==> config.mk <==
export PLATFORM = sky130hd
export DESIGN_NAME = psram_ctrl
export DESIGN_NICKNAME = d
export VERILOG_FILES = /design/src/rtl/psram_pkg.sv /design/src/rtl/psram_seq.sv /design/src/rtl/psram_pins.sv /design/src/rtl/psram_rcap.sv /design/src/rtl/psram_ctrl.sv
export SDC_FILE = /design/constraint.sdc
export NUM_CORES = 1
export LEC_CHECK = 0
export CORE_UTILIZATION = 45
export DETAILED_ROUTE_END_ITERATION = 12
export PLACE_DENSITY = 0.83
export REMOVE_ABC_BUFFERS = 1
export SLEW_MARGIN = 0
export SYNTH_ARGS = -nofsm -noshare
export SYNTH_HDL_FRONTEND = slang
export SYNTH_SLANG_ARGS = --single-unit
==> constraint.sdc <==
create_clock -name clk -period 3.6 [get_ports clk]
set_input_delay 0.54 -clock clk [delete_from_list [all_inputs] [get_ports clk]]
set_output_delay 0.54 -clock clk [all_outputs]
set_load 0.005 [all_outputs]
==> src/rtl/psram_pkg.sv <==
package psram_pkg;

    localparam int unsigned ADDR_W = 20;
    localparam int unsigned LANE_W = 8;
    localparam int unsigned DATA_W = 16;
    localparam int unsigned LANES  = DATA_W / LANE_W;

    typedef enum logic [2:0] {
        PH_IDLE,
        PH_RD,
        PH_WSET,
        PH_WLOW,
        PH_WREC
    } phase_t;

    typedef struct packed {
        logic [ADDR_W-1:0] addr;
        logic [DATA_W-1:0] wdata;
        logic [LANES-1:0]  be;
    } cmd_t;

    typedef struct packed {
        logic             sel_n;
        logic             rd_n;
        logic             wr_n;
        logic             dout_en;
        logic [LANES-1:0] lane_n;
    } pins_t;

    // Nanoseconds to whole clock periods, rounded up, never below one.
    function automatic int unsigned ns2cyc(input int unsigned ns, input int unsigned clk_ns);
        int unsigned c;
        c = (ns + clk_ns - 1) / clk_ns;
        return (c == 0) ? 1 : c;
    endfunction

    function automatic int unsigned umax(input int unsigned a, input int unsigned b);
        return (a > b) ? a : b;
    endfunction

    function automatic int unsigned usub0(input int unsigned a, input int unsigned b);
        return (a > b) ? a - b : 0;
    endfunction

endpackage

==> src/rtl/psram_seq.sv <==
module psram_seq
    import psram_pkg::*;
#(
    parameter int unsigned RD_CYC   = 7,
    parameter int unsigned WSET_CYC = 1,
    parameter int unsigned WLOW_CYC = 5,
    parameter int unsigned WREC_CYC = 1,
    parameter int unsigned CNT_W    = 3
) (
    input  logic   clk,
    input  logic   rst,
    input  logic   start,
    input  logic   is_write,
    output phase_t phase,
    output logic   fin,
    output logic   fin_rd
);

    logic [CNT_W-1:0] cnt;
    logic             cnt_zero;

    function automatic logic [CNT_W-1:0] ld(input int unsigned n);
        return CNT_W'(n - 1);
    endfunction

    assign cnt_zero = (cnt == '0);

    always_ff @(posedge clk) begin
        if (rst) begin
            phase <= PH_IDLE;
            cnt   <= '0;
        end else begin
            case (phase)
                PH_IDLE: begin
                    if (start) begin
                        if (!is_write) begin
                            phase <= PH_RD;
                            cnt   <= ld(RD_CYC);
                        end else if (WSET_CYC > 0) begin
                            phase <= PH_WSET;
                            cnt   <= ld(WSET_CYC);
                        end else begin
                            phase <= PH_WLOW;
                            cnt   <= ld(WLOW_CYC);
                        end
                    end
                end
                PH_RD: begin
                    if (cnt_zero) phase <= PH_IDLE;
                    else          cnt   <= cnt - 1'b1;
                end
                PH_WSET: begin
                    if (cnt_zero) begin
                        phase <= PH_WLOW;
                        cnt   <= ld(WLOW_CYC);
                    end else begin
                        cnt <= cnt - 1'b1;
                    end
                end
                PH_WLOW: begin
                    if (cnt_zero) begin
                        if (WREC_CYC > 0) begin
                            phase <= PH_WREC;
                            cnt   <= ld(WREC_CYC);
                        end else begin
                            phase <= PH_IDLE;
                        end
                    end else begin
                        cnt <= cnt - 1'b1;
                    end
                end
                PH_WREC: begin
                    if (cnt_zero) phase <= PH_IDLE;
                    else          cnt   <= cnt - 1'b1;
                end
                default: phase <= PH_IDLE;
            endcase
        end
    end

    assign fin_rd = cnt_zero && (phase == PH_RD);
    assign fin    = cnt_zero && ((phase == PH_RD) || (phase == PH_WREC) ||
                                 ((phase == PH_WLOW) && (WREC_CYC == 0)));


    start_idle_chk: assert property (@(posedge clk) disable iff (rst)
        start |=> (phase != PH_IDLE));

endmodule

==> src/rtl/psram_pins.sv <==
module psram_pins
    import psram_pkg::*;
(
    input  phase_t            phase,
    input  cmd_t              cmd,
    output pins_t             pins,
    output logic [ADDR_W-1:0] addr,
    output logic [DATA_W-1:0] dout
);

    logic active;
    assign active = (phase != PH_IDLE);

    for (genvar l = 0; l < int'(LANES); l++) begin : g_lane
        assign pins.lane_n[l] = !(active && cmd.be[l]);
    end

    always_comb begin
        pins.sel_n   = !active;
        pins.rd_n    = !(phase == PH_RD);
        pins.wr_n    = !(phase == PH_WLOW);
        pins.dout_en = (phase == PH_WLOW);
        addr         = active ? cmd.addr : '0;
        dout         = (phase == PH_WLOW) ? cmd.wdata : '0;
    end

endmodule

==> src/rtl/psram_rcap.sv <==
module psram_rcap
    import psram_pkg::*;
(
    input  logic              clk,
    input  logic              rst,
    input  logic              fin,
    input  logic              fin_rd,
    input  logic [LANES-1:0]  be,
    input  logic [DATA_W-1:0] din,
    output logic [DATA_W-1:0] rdata,
    output logic              done
);

    for (genvar l = 0; l < int'(LANES); l++) begin : g_cap
        always_ff @(posedge clk) begin
            if (rst)
                rdata[l*LANE_W +: LANE_W] <= '0;
            else if (fin_rd)
                rdata[l*LANE_W +: LANE_W] <= be[l] ? din[l*LANE_W +: LANE_W] : '0;
        end
    end

    always_ff @(posedge clk) begin
        if (rst) done <= 1'b0;
        else     done <= fin;
    end


    done_pulse_chk: assert property (@(posedge clk) disable iff (rst)
        done |=> !done);

endmodule

==> src/rtl/psram_ctrl.sv <==
module psram_ctrl
    import psram_pkg::*;
#(
    parameter int unsigned CLK_NS  = 10,
    parameter int unsigned T_RC_NS = 70,
    parameter int unsigned T_AA_NS = 70,
    parameter int unsigned T_OE_NS = 35,
    parameter int unsigned T_BA_NS = 70,
    parameter int unsigned T_WC_NS = 70,
    parameter int unsigned T_WP_NS = 50,
    parameter int unsigned T_AW_NS = 60,
    parameter int unsigned T_DW_NS = 30
) (
    input  logic              clk,
    input  logic              rst,
    input  logic              req,
    input  logic              req_we,
    input  logic [19:0]       req_addr,
    input  logic [15:0]       req_wdata,
    input  logic [1:0]        req_be,
    output logic              busy,
    output logic              done,
    output logic [15:0]       rdata,
    output logic              mem_sel_n,
    output logic              mem_awake,
    output logic              mem_rd_n,
    output logic              mem_wr_n,
    output logic              mem_lo_n,
    output logic              mem_hi_n,
    output logic [19:0]       mem_a,
    output logic [15:0]       mem_dout,
    output logic              mem_dout_en,
    input  logic [15:0]       mem_din
);

    localparam int unsigned RD_CYC   = umax(umax(ns2cyc(T_RC_NS, CLK_NS), ns2cyc(T_AA_NS, CLK_NS)),
                                            umax(ns2cyc(T_OE_NS, CLK_NS), ns2cyc(T_BA_NS, CLK_NS)));
    localparam int unsigned WLOW_CYC = umax(ns2cyc(T_WP_NS, CLK_NS), ns2cyc(T_DW_NS, CLK_NS));
    localparam int unsigned WSET_CYC = usub0(ns2cyc(T_AW_NS, CLK_NS), WLOW_CYC);
    localparam int unsigned WREC_CYC = usub0(ns2cyc(T_WC_NS, CLK_NS), WSET_CYC + WLOW_CYC);
    localparam int unsigned MAX_CYC  = umax(umax(RD_CYC, WLOW_CYC), umax(WSET_CYC, WREC_CYC));
    localparam int unsigned CNT_W    = $clog2(MAX_CYC + 1);
    localparam int unsigned MON_W    = CNT_W + 1;

    phase_t phase;
    cmd_t   cmd;
    pins_t  pins;
    logic   start, fin, fin_rd;

    assign busy  = (phase != PH_IDLE);
    assign start = req && !busy && (req_be != '0);

    always_ff @(posedge clk) begin
        if (rst) begin
            cmd <= '0;
        end else if (start) begin
            cmd.addr  <= req_addr;
            cmd.wdata <= req_wdata;
            cmd.be    <= req_be;
        end
    end

    psram_seq #(
        .RD_CYC   (RD_CYC),
        .WSET_CYC (WSET_CYC),
        .WLOW_CYC (WLOW_CYC),
        .WREC_CYC (WREC_CYC),
        .CNT_W    (CNT_W)
    ) u_seq (
        .clk      (clk),
        .rst      (rst),
        .start    (start),
        .is_write (req_we),
        .phase    (phase),
        .fin      (fin),
        .fin_rd   (fin_rd)
    );

    psram_pins u_pins (
        .phase (phase),
        .cmd   (cmd),
        .pins  (pins),
        .addr  (mem_a),
        .dout  (mem_dout)
    );

    psram_rcap u_rcap (
        .clk    (clk),
        .rst    (rst),
        .fin    (fin),
        .fin_rd (fin_rd),
        .be     (cmd.be),
        .din    (mem_din),
        .rdata  (rdata),
        .done   (done)
    );

    assign mem_sel_n   = pins.sel_n;
    assign mem_rd_n    = pins.rd_n;
    assign mem_wr_n    = pins.wr_n;
    assign mem_dout_en = pins.dout_en;
    assign mem_lo_n    = pins.lane_n[0];
    assign mem_hi_n    = pins.lane_n[1];
    assign mem_awake   = 1'b1;

    // Strobe-width monitors for the timing checks below.
    logic [MON_W-1:0] wr_low_cnt, rd_low_cnt;
    always_ff @(posedge clk) begin
        if (rst) begin
            wr_low_cnt <= '0;
            rd_low_cnt <= '0;
        end else begin
            wr_low_cnt <= !mem_wr_n ? ((&wr_low_cnt) ? wr_low_cnt : wr_low_cnt + 1'b1) : '0;
            rd_low_cnt <= !mem_rd_n ? ((&rd_low_cnt) ? rd_low_cnt : rd_low_cnt + 1'b1) : '0;
        end
    end


    wr_pulse_chk: assert property (@(posedge clk) disable iff (rst)
        $rose(mem_wr_n) |-> (wr_low_cnt >= MON_W'(WLOW_CYC)));


    rd_window_chk: assert property (@(posedge clk) disable iff (rst)
        $rose(mem_rd_n) |-> (rd_low_cnt >= MON_W'(RD_CYC)));


    empty_req_chk: assert property (@(posedge clk) disable iff (rst)
        (req && !busy && (req_be == 2'b00)) |=> mem_sel_n);


    addr_hold_chk: assert property (@(posedge clk) disable iff (rst)
        (!mem_sel_n && !fin) |=> $stable(mem_a));


    turnaround_chk: assert property (@(posedge clk) disable iff (rst)
        $fell(mem_rd_n) |-> !$past(mem_dout_en));


    drive_gate_chk: assert property (@(posedge clk) disable iff (rst)
        mem_dout_en |-> (!mem_wr_n && !mem_sel_n && mem_rd_n));

endmodule

-- Word level (Yosys, flattened, before mapping)
Cells that the tools add are included.
- input port bits: 58
- logic and storage cells: 54
- bits in registers: 61
- equality and inequality tests: 9
- $add $sub $neg: 1
- reductions and logical operators: 20
- multiplexer cells: 16
- operator list (cell ; count):
    $mux 3 ; 9
    $pmux 3 s4 ; 2
    $mux 20 ; 1
    $mux 16 ; 1
    $mux 8 ; 2
    $eq 3x2->1 const B ; 2
    $logic_and 1x1->1 ; 6
    $logic_not 3->1 ; 2
    $ne 2x1->1 const B ; 3
    $logic_not 1->1 ; 5
    $ne 2x2->1 const B ; 2
    $reduce_and 4->1 ; 1
    $reduce_bool 4->1 ; 1
    $eq 3x1->1 const B ; 1
    $eq 3x3->1 const B ; 1
    $reduce_and 3->1 ; 1
    $reduce_bool 3->1 ; 1
    $sub 3x1->3 const B ; 1
    $mux 2 ; 1
    $reduce_bool 2->1 ; 1
    $reduce_or 2->1 ; 1
    $logic_or 1x1->1 ; 1

-- Depth between registers and ports, before layout
- depth after elaboration: 6
- mapped depth: 8

-- Modules after synthesis
Synthesis repeated with hierarchy kept, for this count alone.
- cell total of the unflattened synthesis: 372
- area, all modules: 3289.4 um^2
- modules (own cells, without submodules) (module ; cells each ; area an instance (um^2) ; sequential area each (um^2) ; instances):
    psram_ctrl ; 186 ; 1669.1 ; 760.7 ; 1
    psram_rcap ; 73 ; 658.1 ; 340.3 ; 1
    psram_seq ; 59 ; 495.5 ; 120.1 ; 1
    psram_pins ; 54 ; 466.7 ; 0.0 ; 1

-- Worst setup path before layout
OpenSTA, ideal clock, no wires.
- path type: register to output
- from: reg u_seq.phase[2]
- to: out mem_a[12]
- data arrival time: 1161 ps
- stages on the path, launching flop included: 5
- buffers on the path: 2
- required time: 3060 ps
- slack: 1899 ps
- cell sequence: dfxtp_1 -> or3_1 -> buf_2 -> clkbuf_1 -> and2_1
- word-level cells in the longest chain between the ends: 2
- RTL lines (element ; RTL line ; RTL):
    from (decl) ; psram_seq.sv:14 ; output phase_t phase,
    from (signal assigned) ; psram_seq.sv:30 ; phase <= PH_IDLE;
    from (signal assigned) ; psram_seq.sv:37 ; phase <= PH_RD;
    from (signal assigned) ; psram_seq.sv:40 ; phase <= PH_WSET;
    $reduce_bool 3->1 ; n/a ;
    named net busy ; psram_ctrl.sv:21 ; output logic busy,
    $mux 20 ; psram_pins.sv:23 ; addr = active ? cmd.addr : '0;
    to (decl) ; psram_ctrl.sv:30 ; output logic [19:0] mem_a,
The timed path passes the listed nets, and every way through them passes these cells.

-- Worst setup path in the final report
- from: reg u_seq.phase[0]
- to: out mem_a[8]
- word-level cells in the longest chain between the ends: 2
- RTL lines (element ; RTL line ; RTL):
    $reduce_bool 3->1 ; psram_pins.sv:12 ; assign active = (phase != PH_IDLE);
    $mux 20 ; psram_pins.sv:23 ;
Every way passes these cells.

==> impl_metrics.json <==
{
  "status": "finished clean",
  "avgViaCountPerCell": 5.13,
  "place.gp.congestion": 0.776,
  "cts.repair.resized": 0,
  "pwr_density_cell_nw_per_um2": 577,
  "timing.critical_path.to_type": "output pin",
  "ys.warnings.count": 0,
  "synth_commonest_cells": "94 x sky130_fd_sc_hd__nand2_1, 64 x sky130_fd_sc_hd__a21oi_1, 61 x sky130_fd_sc_hd__dfxtp_1",
  "timing_worst_setup_path_type": "flip-flop to output pin",
  "antenna_diode_count": 0,
  "worst_slew_pin_slew_ns": 1.11,
  "timing.hold.worst.class": "flip-flop to flip-flop",
  "critical-path-slowest-cell": "sky130_fd_sc_hd__or3_1",
  "final.min_clock_period_ns": 2.88,
  "final_min_period_over_clock_period": 0.801,
  "synth_cell_type_count": 33,
  "post_drt_wl_per_cell_um": 13.1,
  "gr-usage-all-layers": 0.229,
  "initial_core_utilization": 0.476,
  "syn-instance-count": 351,
  "first_pass_iters": 4,
  "synth_seq_area_share": 0.455,
  "longest_individual_stage_delay_on_the_worst_path_ns": 0.68,
  "power.static_leakage_uw": 0.00148,
  "die_height_um": 79.2,
  "post_route_cells_drive_above_1_share": 0.0545,
  "required_ns": 3.06,
  "met2_usage": 0.388,
  "rrSetupSlack_ns": 1.22,
  "cell_taking_the_most_area_after_synthesis": "sky130_fd_sc_hd__dfxtp_1",
  "clock_tree_from_tritoncts": "done",
  "areaGrowthSynthToFinish_pct": 48.9,
  "grt.met1_usage": 0.267,
  "grt_start_max_net_pins": 62,
  "tritoncts.num_buffers": 9,
  "ir_drop_mv": 0.303,
  "postSynthAreaPerCell_sq_um": 7.65,
  "fillcell_total": 469,
  "path_max_fanout": 27,
  "setup_viol_count_final": 0,
  "worst_path_dominant_cell_family": "simple AND/OR/NAND/NOR gates",
  "maxClockFrequency_mhz": 347,
  "io_buffer_count": 117,
  "dp_hpwl_mm": 4.68,
  "synthArstFlopShare": 0,
  "overflow": 0,
  "final_max_slew_viol_count": 0,
  "dieArea_sq_um": 6280,
  "ys_top_cells_by_area": "sky130_fd_sc_hd__dfxtp_1 45%, sky130_fd_sc_hd__nand2_1 13%, sky130_fd_sc_hd__a21oi_1 12%, sky130_fd_sc_hd__and2_1 4.7%, sky130_fd_sc_hd__nand3_1 3.9%",
  "num_rows": 27,
  "synth.most_common_cell": "sky130_fd_sc_hd__nand2_1",
  "grt_use_met3": 0.0678,
  "synth_edf_count": 0,
  "die_w_um": 79.2,
  "postSynth.topFlopCell": "sky130_fd_sc_hd__dfxtp_1",
  "cts-htree-levels": 3,
  "cts-root-to-sink-buffers": 2,
  "crit-reg2reg-launch": "u_seq.phase[2]",
  "worst_ep_arrival_time_ns": 2.34,
  "netlist.area_leader.share": 0.455,
  "area_of_the_core_region_sq_um": 5640,
  "timing.critical_path.from_type": "flip-flop",
  "netlist_area_sq_um": 2690,
  "clock-sinks": 61,
  "synth.ff_latch_count": 61,
  "grt_pass1_vias": 2514,
  "timing.final.hold_violations": 0,
  "rr_endpoint": "cmd[37]",
  "hold_start": "cmd[15]",
  "max-slew-margin-rel": 0.262,
  "drv_cap": 0,
  "detailroute.via_count": 2726,
  "total_buffers_and_inverters_traversed_by_the_critical_path": 1,
  "initialDrtViolationCount": 121,
  "drt_wirelength_mm": 6.98,
  "worst_r2r_path_depth": 5,
  "final_core_util": 0.709,
  "hold_end": "cmd[15]",
  "insertion_delay_ns": 0.33,
  "fin_worst_skew_ns": 0.00346,
  "clock_pin_slew_on_the_worst_setup_and_hold_paths_ns": 0.06,
  "post_cts_repair_setup_buffers": 0,
  "grt_pass1_wl_mm": 11.2,
  "number_of_antenna_violations_at_the_first_check_in_global_routing": 0,
  "rsz0062_at_grt": "no",
  "drc": 0,
  "finalHoldWorstSlack_ns": 0.449,
  "cts.hold.buffers_added": 0,
  "worstHoldPathCells": 2,
  "cts.root.buffer_cell": "sky130_fd_sc_hd__clkbuf_8",
  "ios": 119,
  "globalRoute.busiestLayer": "met2",
  "fin_tns_setup_ns": 0,
  "nNetsFinal": 514,
  "ant_nets": 0,
  "critical_path.cell_chain": "or3_1 -> and2_1 -> clkdlybuf4s50_1"
}
## per-stage QoR
| step | power (uW) | setup slack [ns] | instances | area [sq um] |
|---|---|---|---|---|
| after floorplan | 1340 | 0.881 | 322 | 2520 |
| after detailed placement | 1740 | 1.04 | 515 | 3810 |
| after global routing | 2470 | 0.490 | 531 | 4000 |
| after CTS | 2330 | 0.667 | 531 | 4000 |
| after global placement | 1710 | 1.16 | 515 | 3810 |
| final | 2310 | 0.717 | 531 | 4000 |
## worst register-to-register path: cells and delay by family (launching register included)
| family | cells | cell delay [ns] |
|---|---|---|
| buffers and inverters | 1 | 0.38 |
| flip-flops | 1 | 0.43 |
| AO/OA/AOI/OAI | 1 | 0.14 |
| AND/OR/NAND/NOR | 3 | 1.36 |
## layer usage
layer  wire, um  vias to the layer above
li1           -                     1367
met1       3010                     1239
met2       3290                      108
met3        559                       12
met4        121                        0
met5          0                        -
## cells in the final DEF (no fill, tap or decap), drive strengths merged, types with 4 or more instances in the layout
cell type / Yosys / final
nand3: 21 / 21
nor3: 4 / 4
clkinv: 0 / 4
clkdlybuf4s50: 0 / 116
a21oi: 64 / 64
and3: 16 / 16
o211ai: 4 / 4
nand2: 94 / 94
nand2b: 5 / 5
buf: 13 / 5
inv: 6 / 6
nor2: 4 / 4
dfxtp: 61 / 61
clkbuf: 16 / 11
and2: 20 / 20
## flip-flops by register name, summed over array words and instances (netlist names)
name and count:
cmd 38, u_rcap.rdata 16, u_seq.cnt 3, u_seq.phase 3, u_rcap.done 1
## power breakdown
part           switching (uW)  internal [uW]  leakage (uW)
Sequential               77.7            779      0.000497
Clock                     255            334      0.000103
Combinational             496            368      0.000883
Total                     829           1480       0.00148
## worst max-delay path by stage
stage                              start        endpoint  slack, ns  cells past startpoint
after floorplan           u_seq.phase[1]  u_seq.phase[1]       0.88                      4
after global placement    u_seq.phase[0]    mem_dout[12]       1.16                      4
after detailed placement  u_seq.phase[0]       mem_sel_n       1.04                      3
after CTS                 u_seq.phase[0]        mem_a[8]       0.67                      3
after global routing      u_seq.phase[0]       mem_sel_n       0.49                      3
final                     u_seq.phase[0]        mem_a[8]       0.72                      3
## logic make-up after synthesis
| kind of cell | synth area share |
|---|---|
| and+or+nand+nor | 0.301 |
| AOI/OAI and AO/OA | 0.159 |
| adders and majority gates | 0.00932 |
| xor gates and xnor gates | 0.00326 |
| DFF | 0.455 |
| buffers and inverters | 0.0704 |
| other | 0.00140 |
## cell type report
type / count / area [sq um] / share of cell area
flip-flops and latches: 61 / 1220 / 0.305
well taps: 72 / 90.1 / 0.0225
inverters: 6 / 22.5 / 0.00563
clock inverters: 5 / 50.0 / 0.0125
clock buffers: 11 / 141 / 0.0354
repair buffers: 121 / 1200 / 0.299
multi-input cells: 255 / 1280 / 0.319
(Power assumes the default switching activity.)
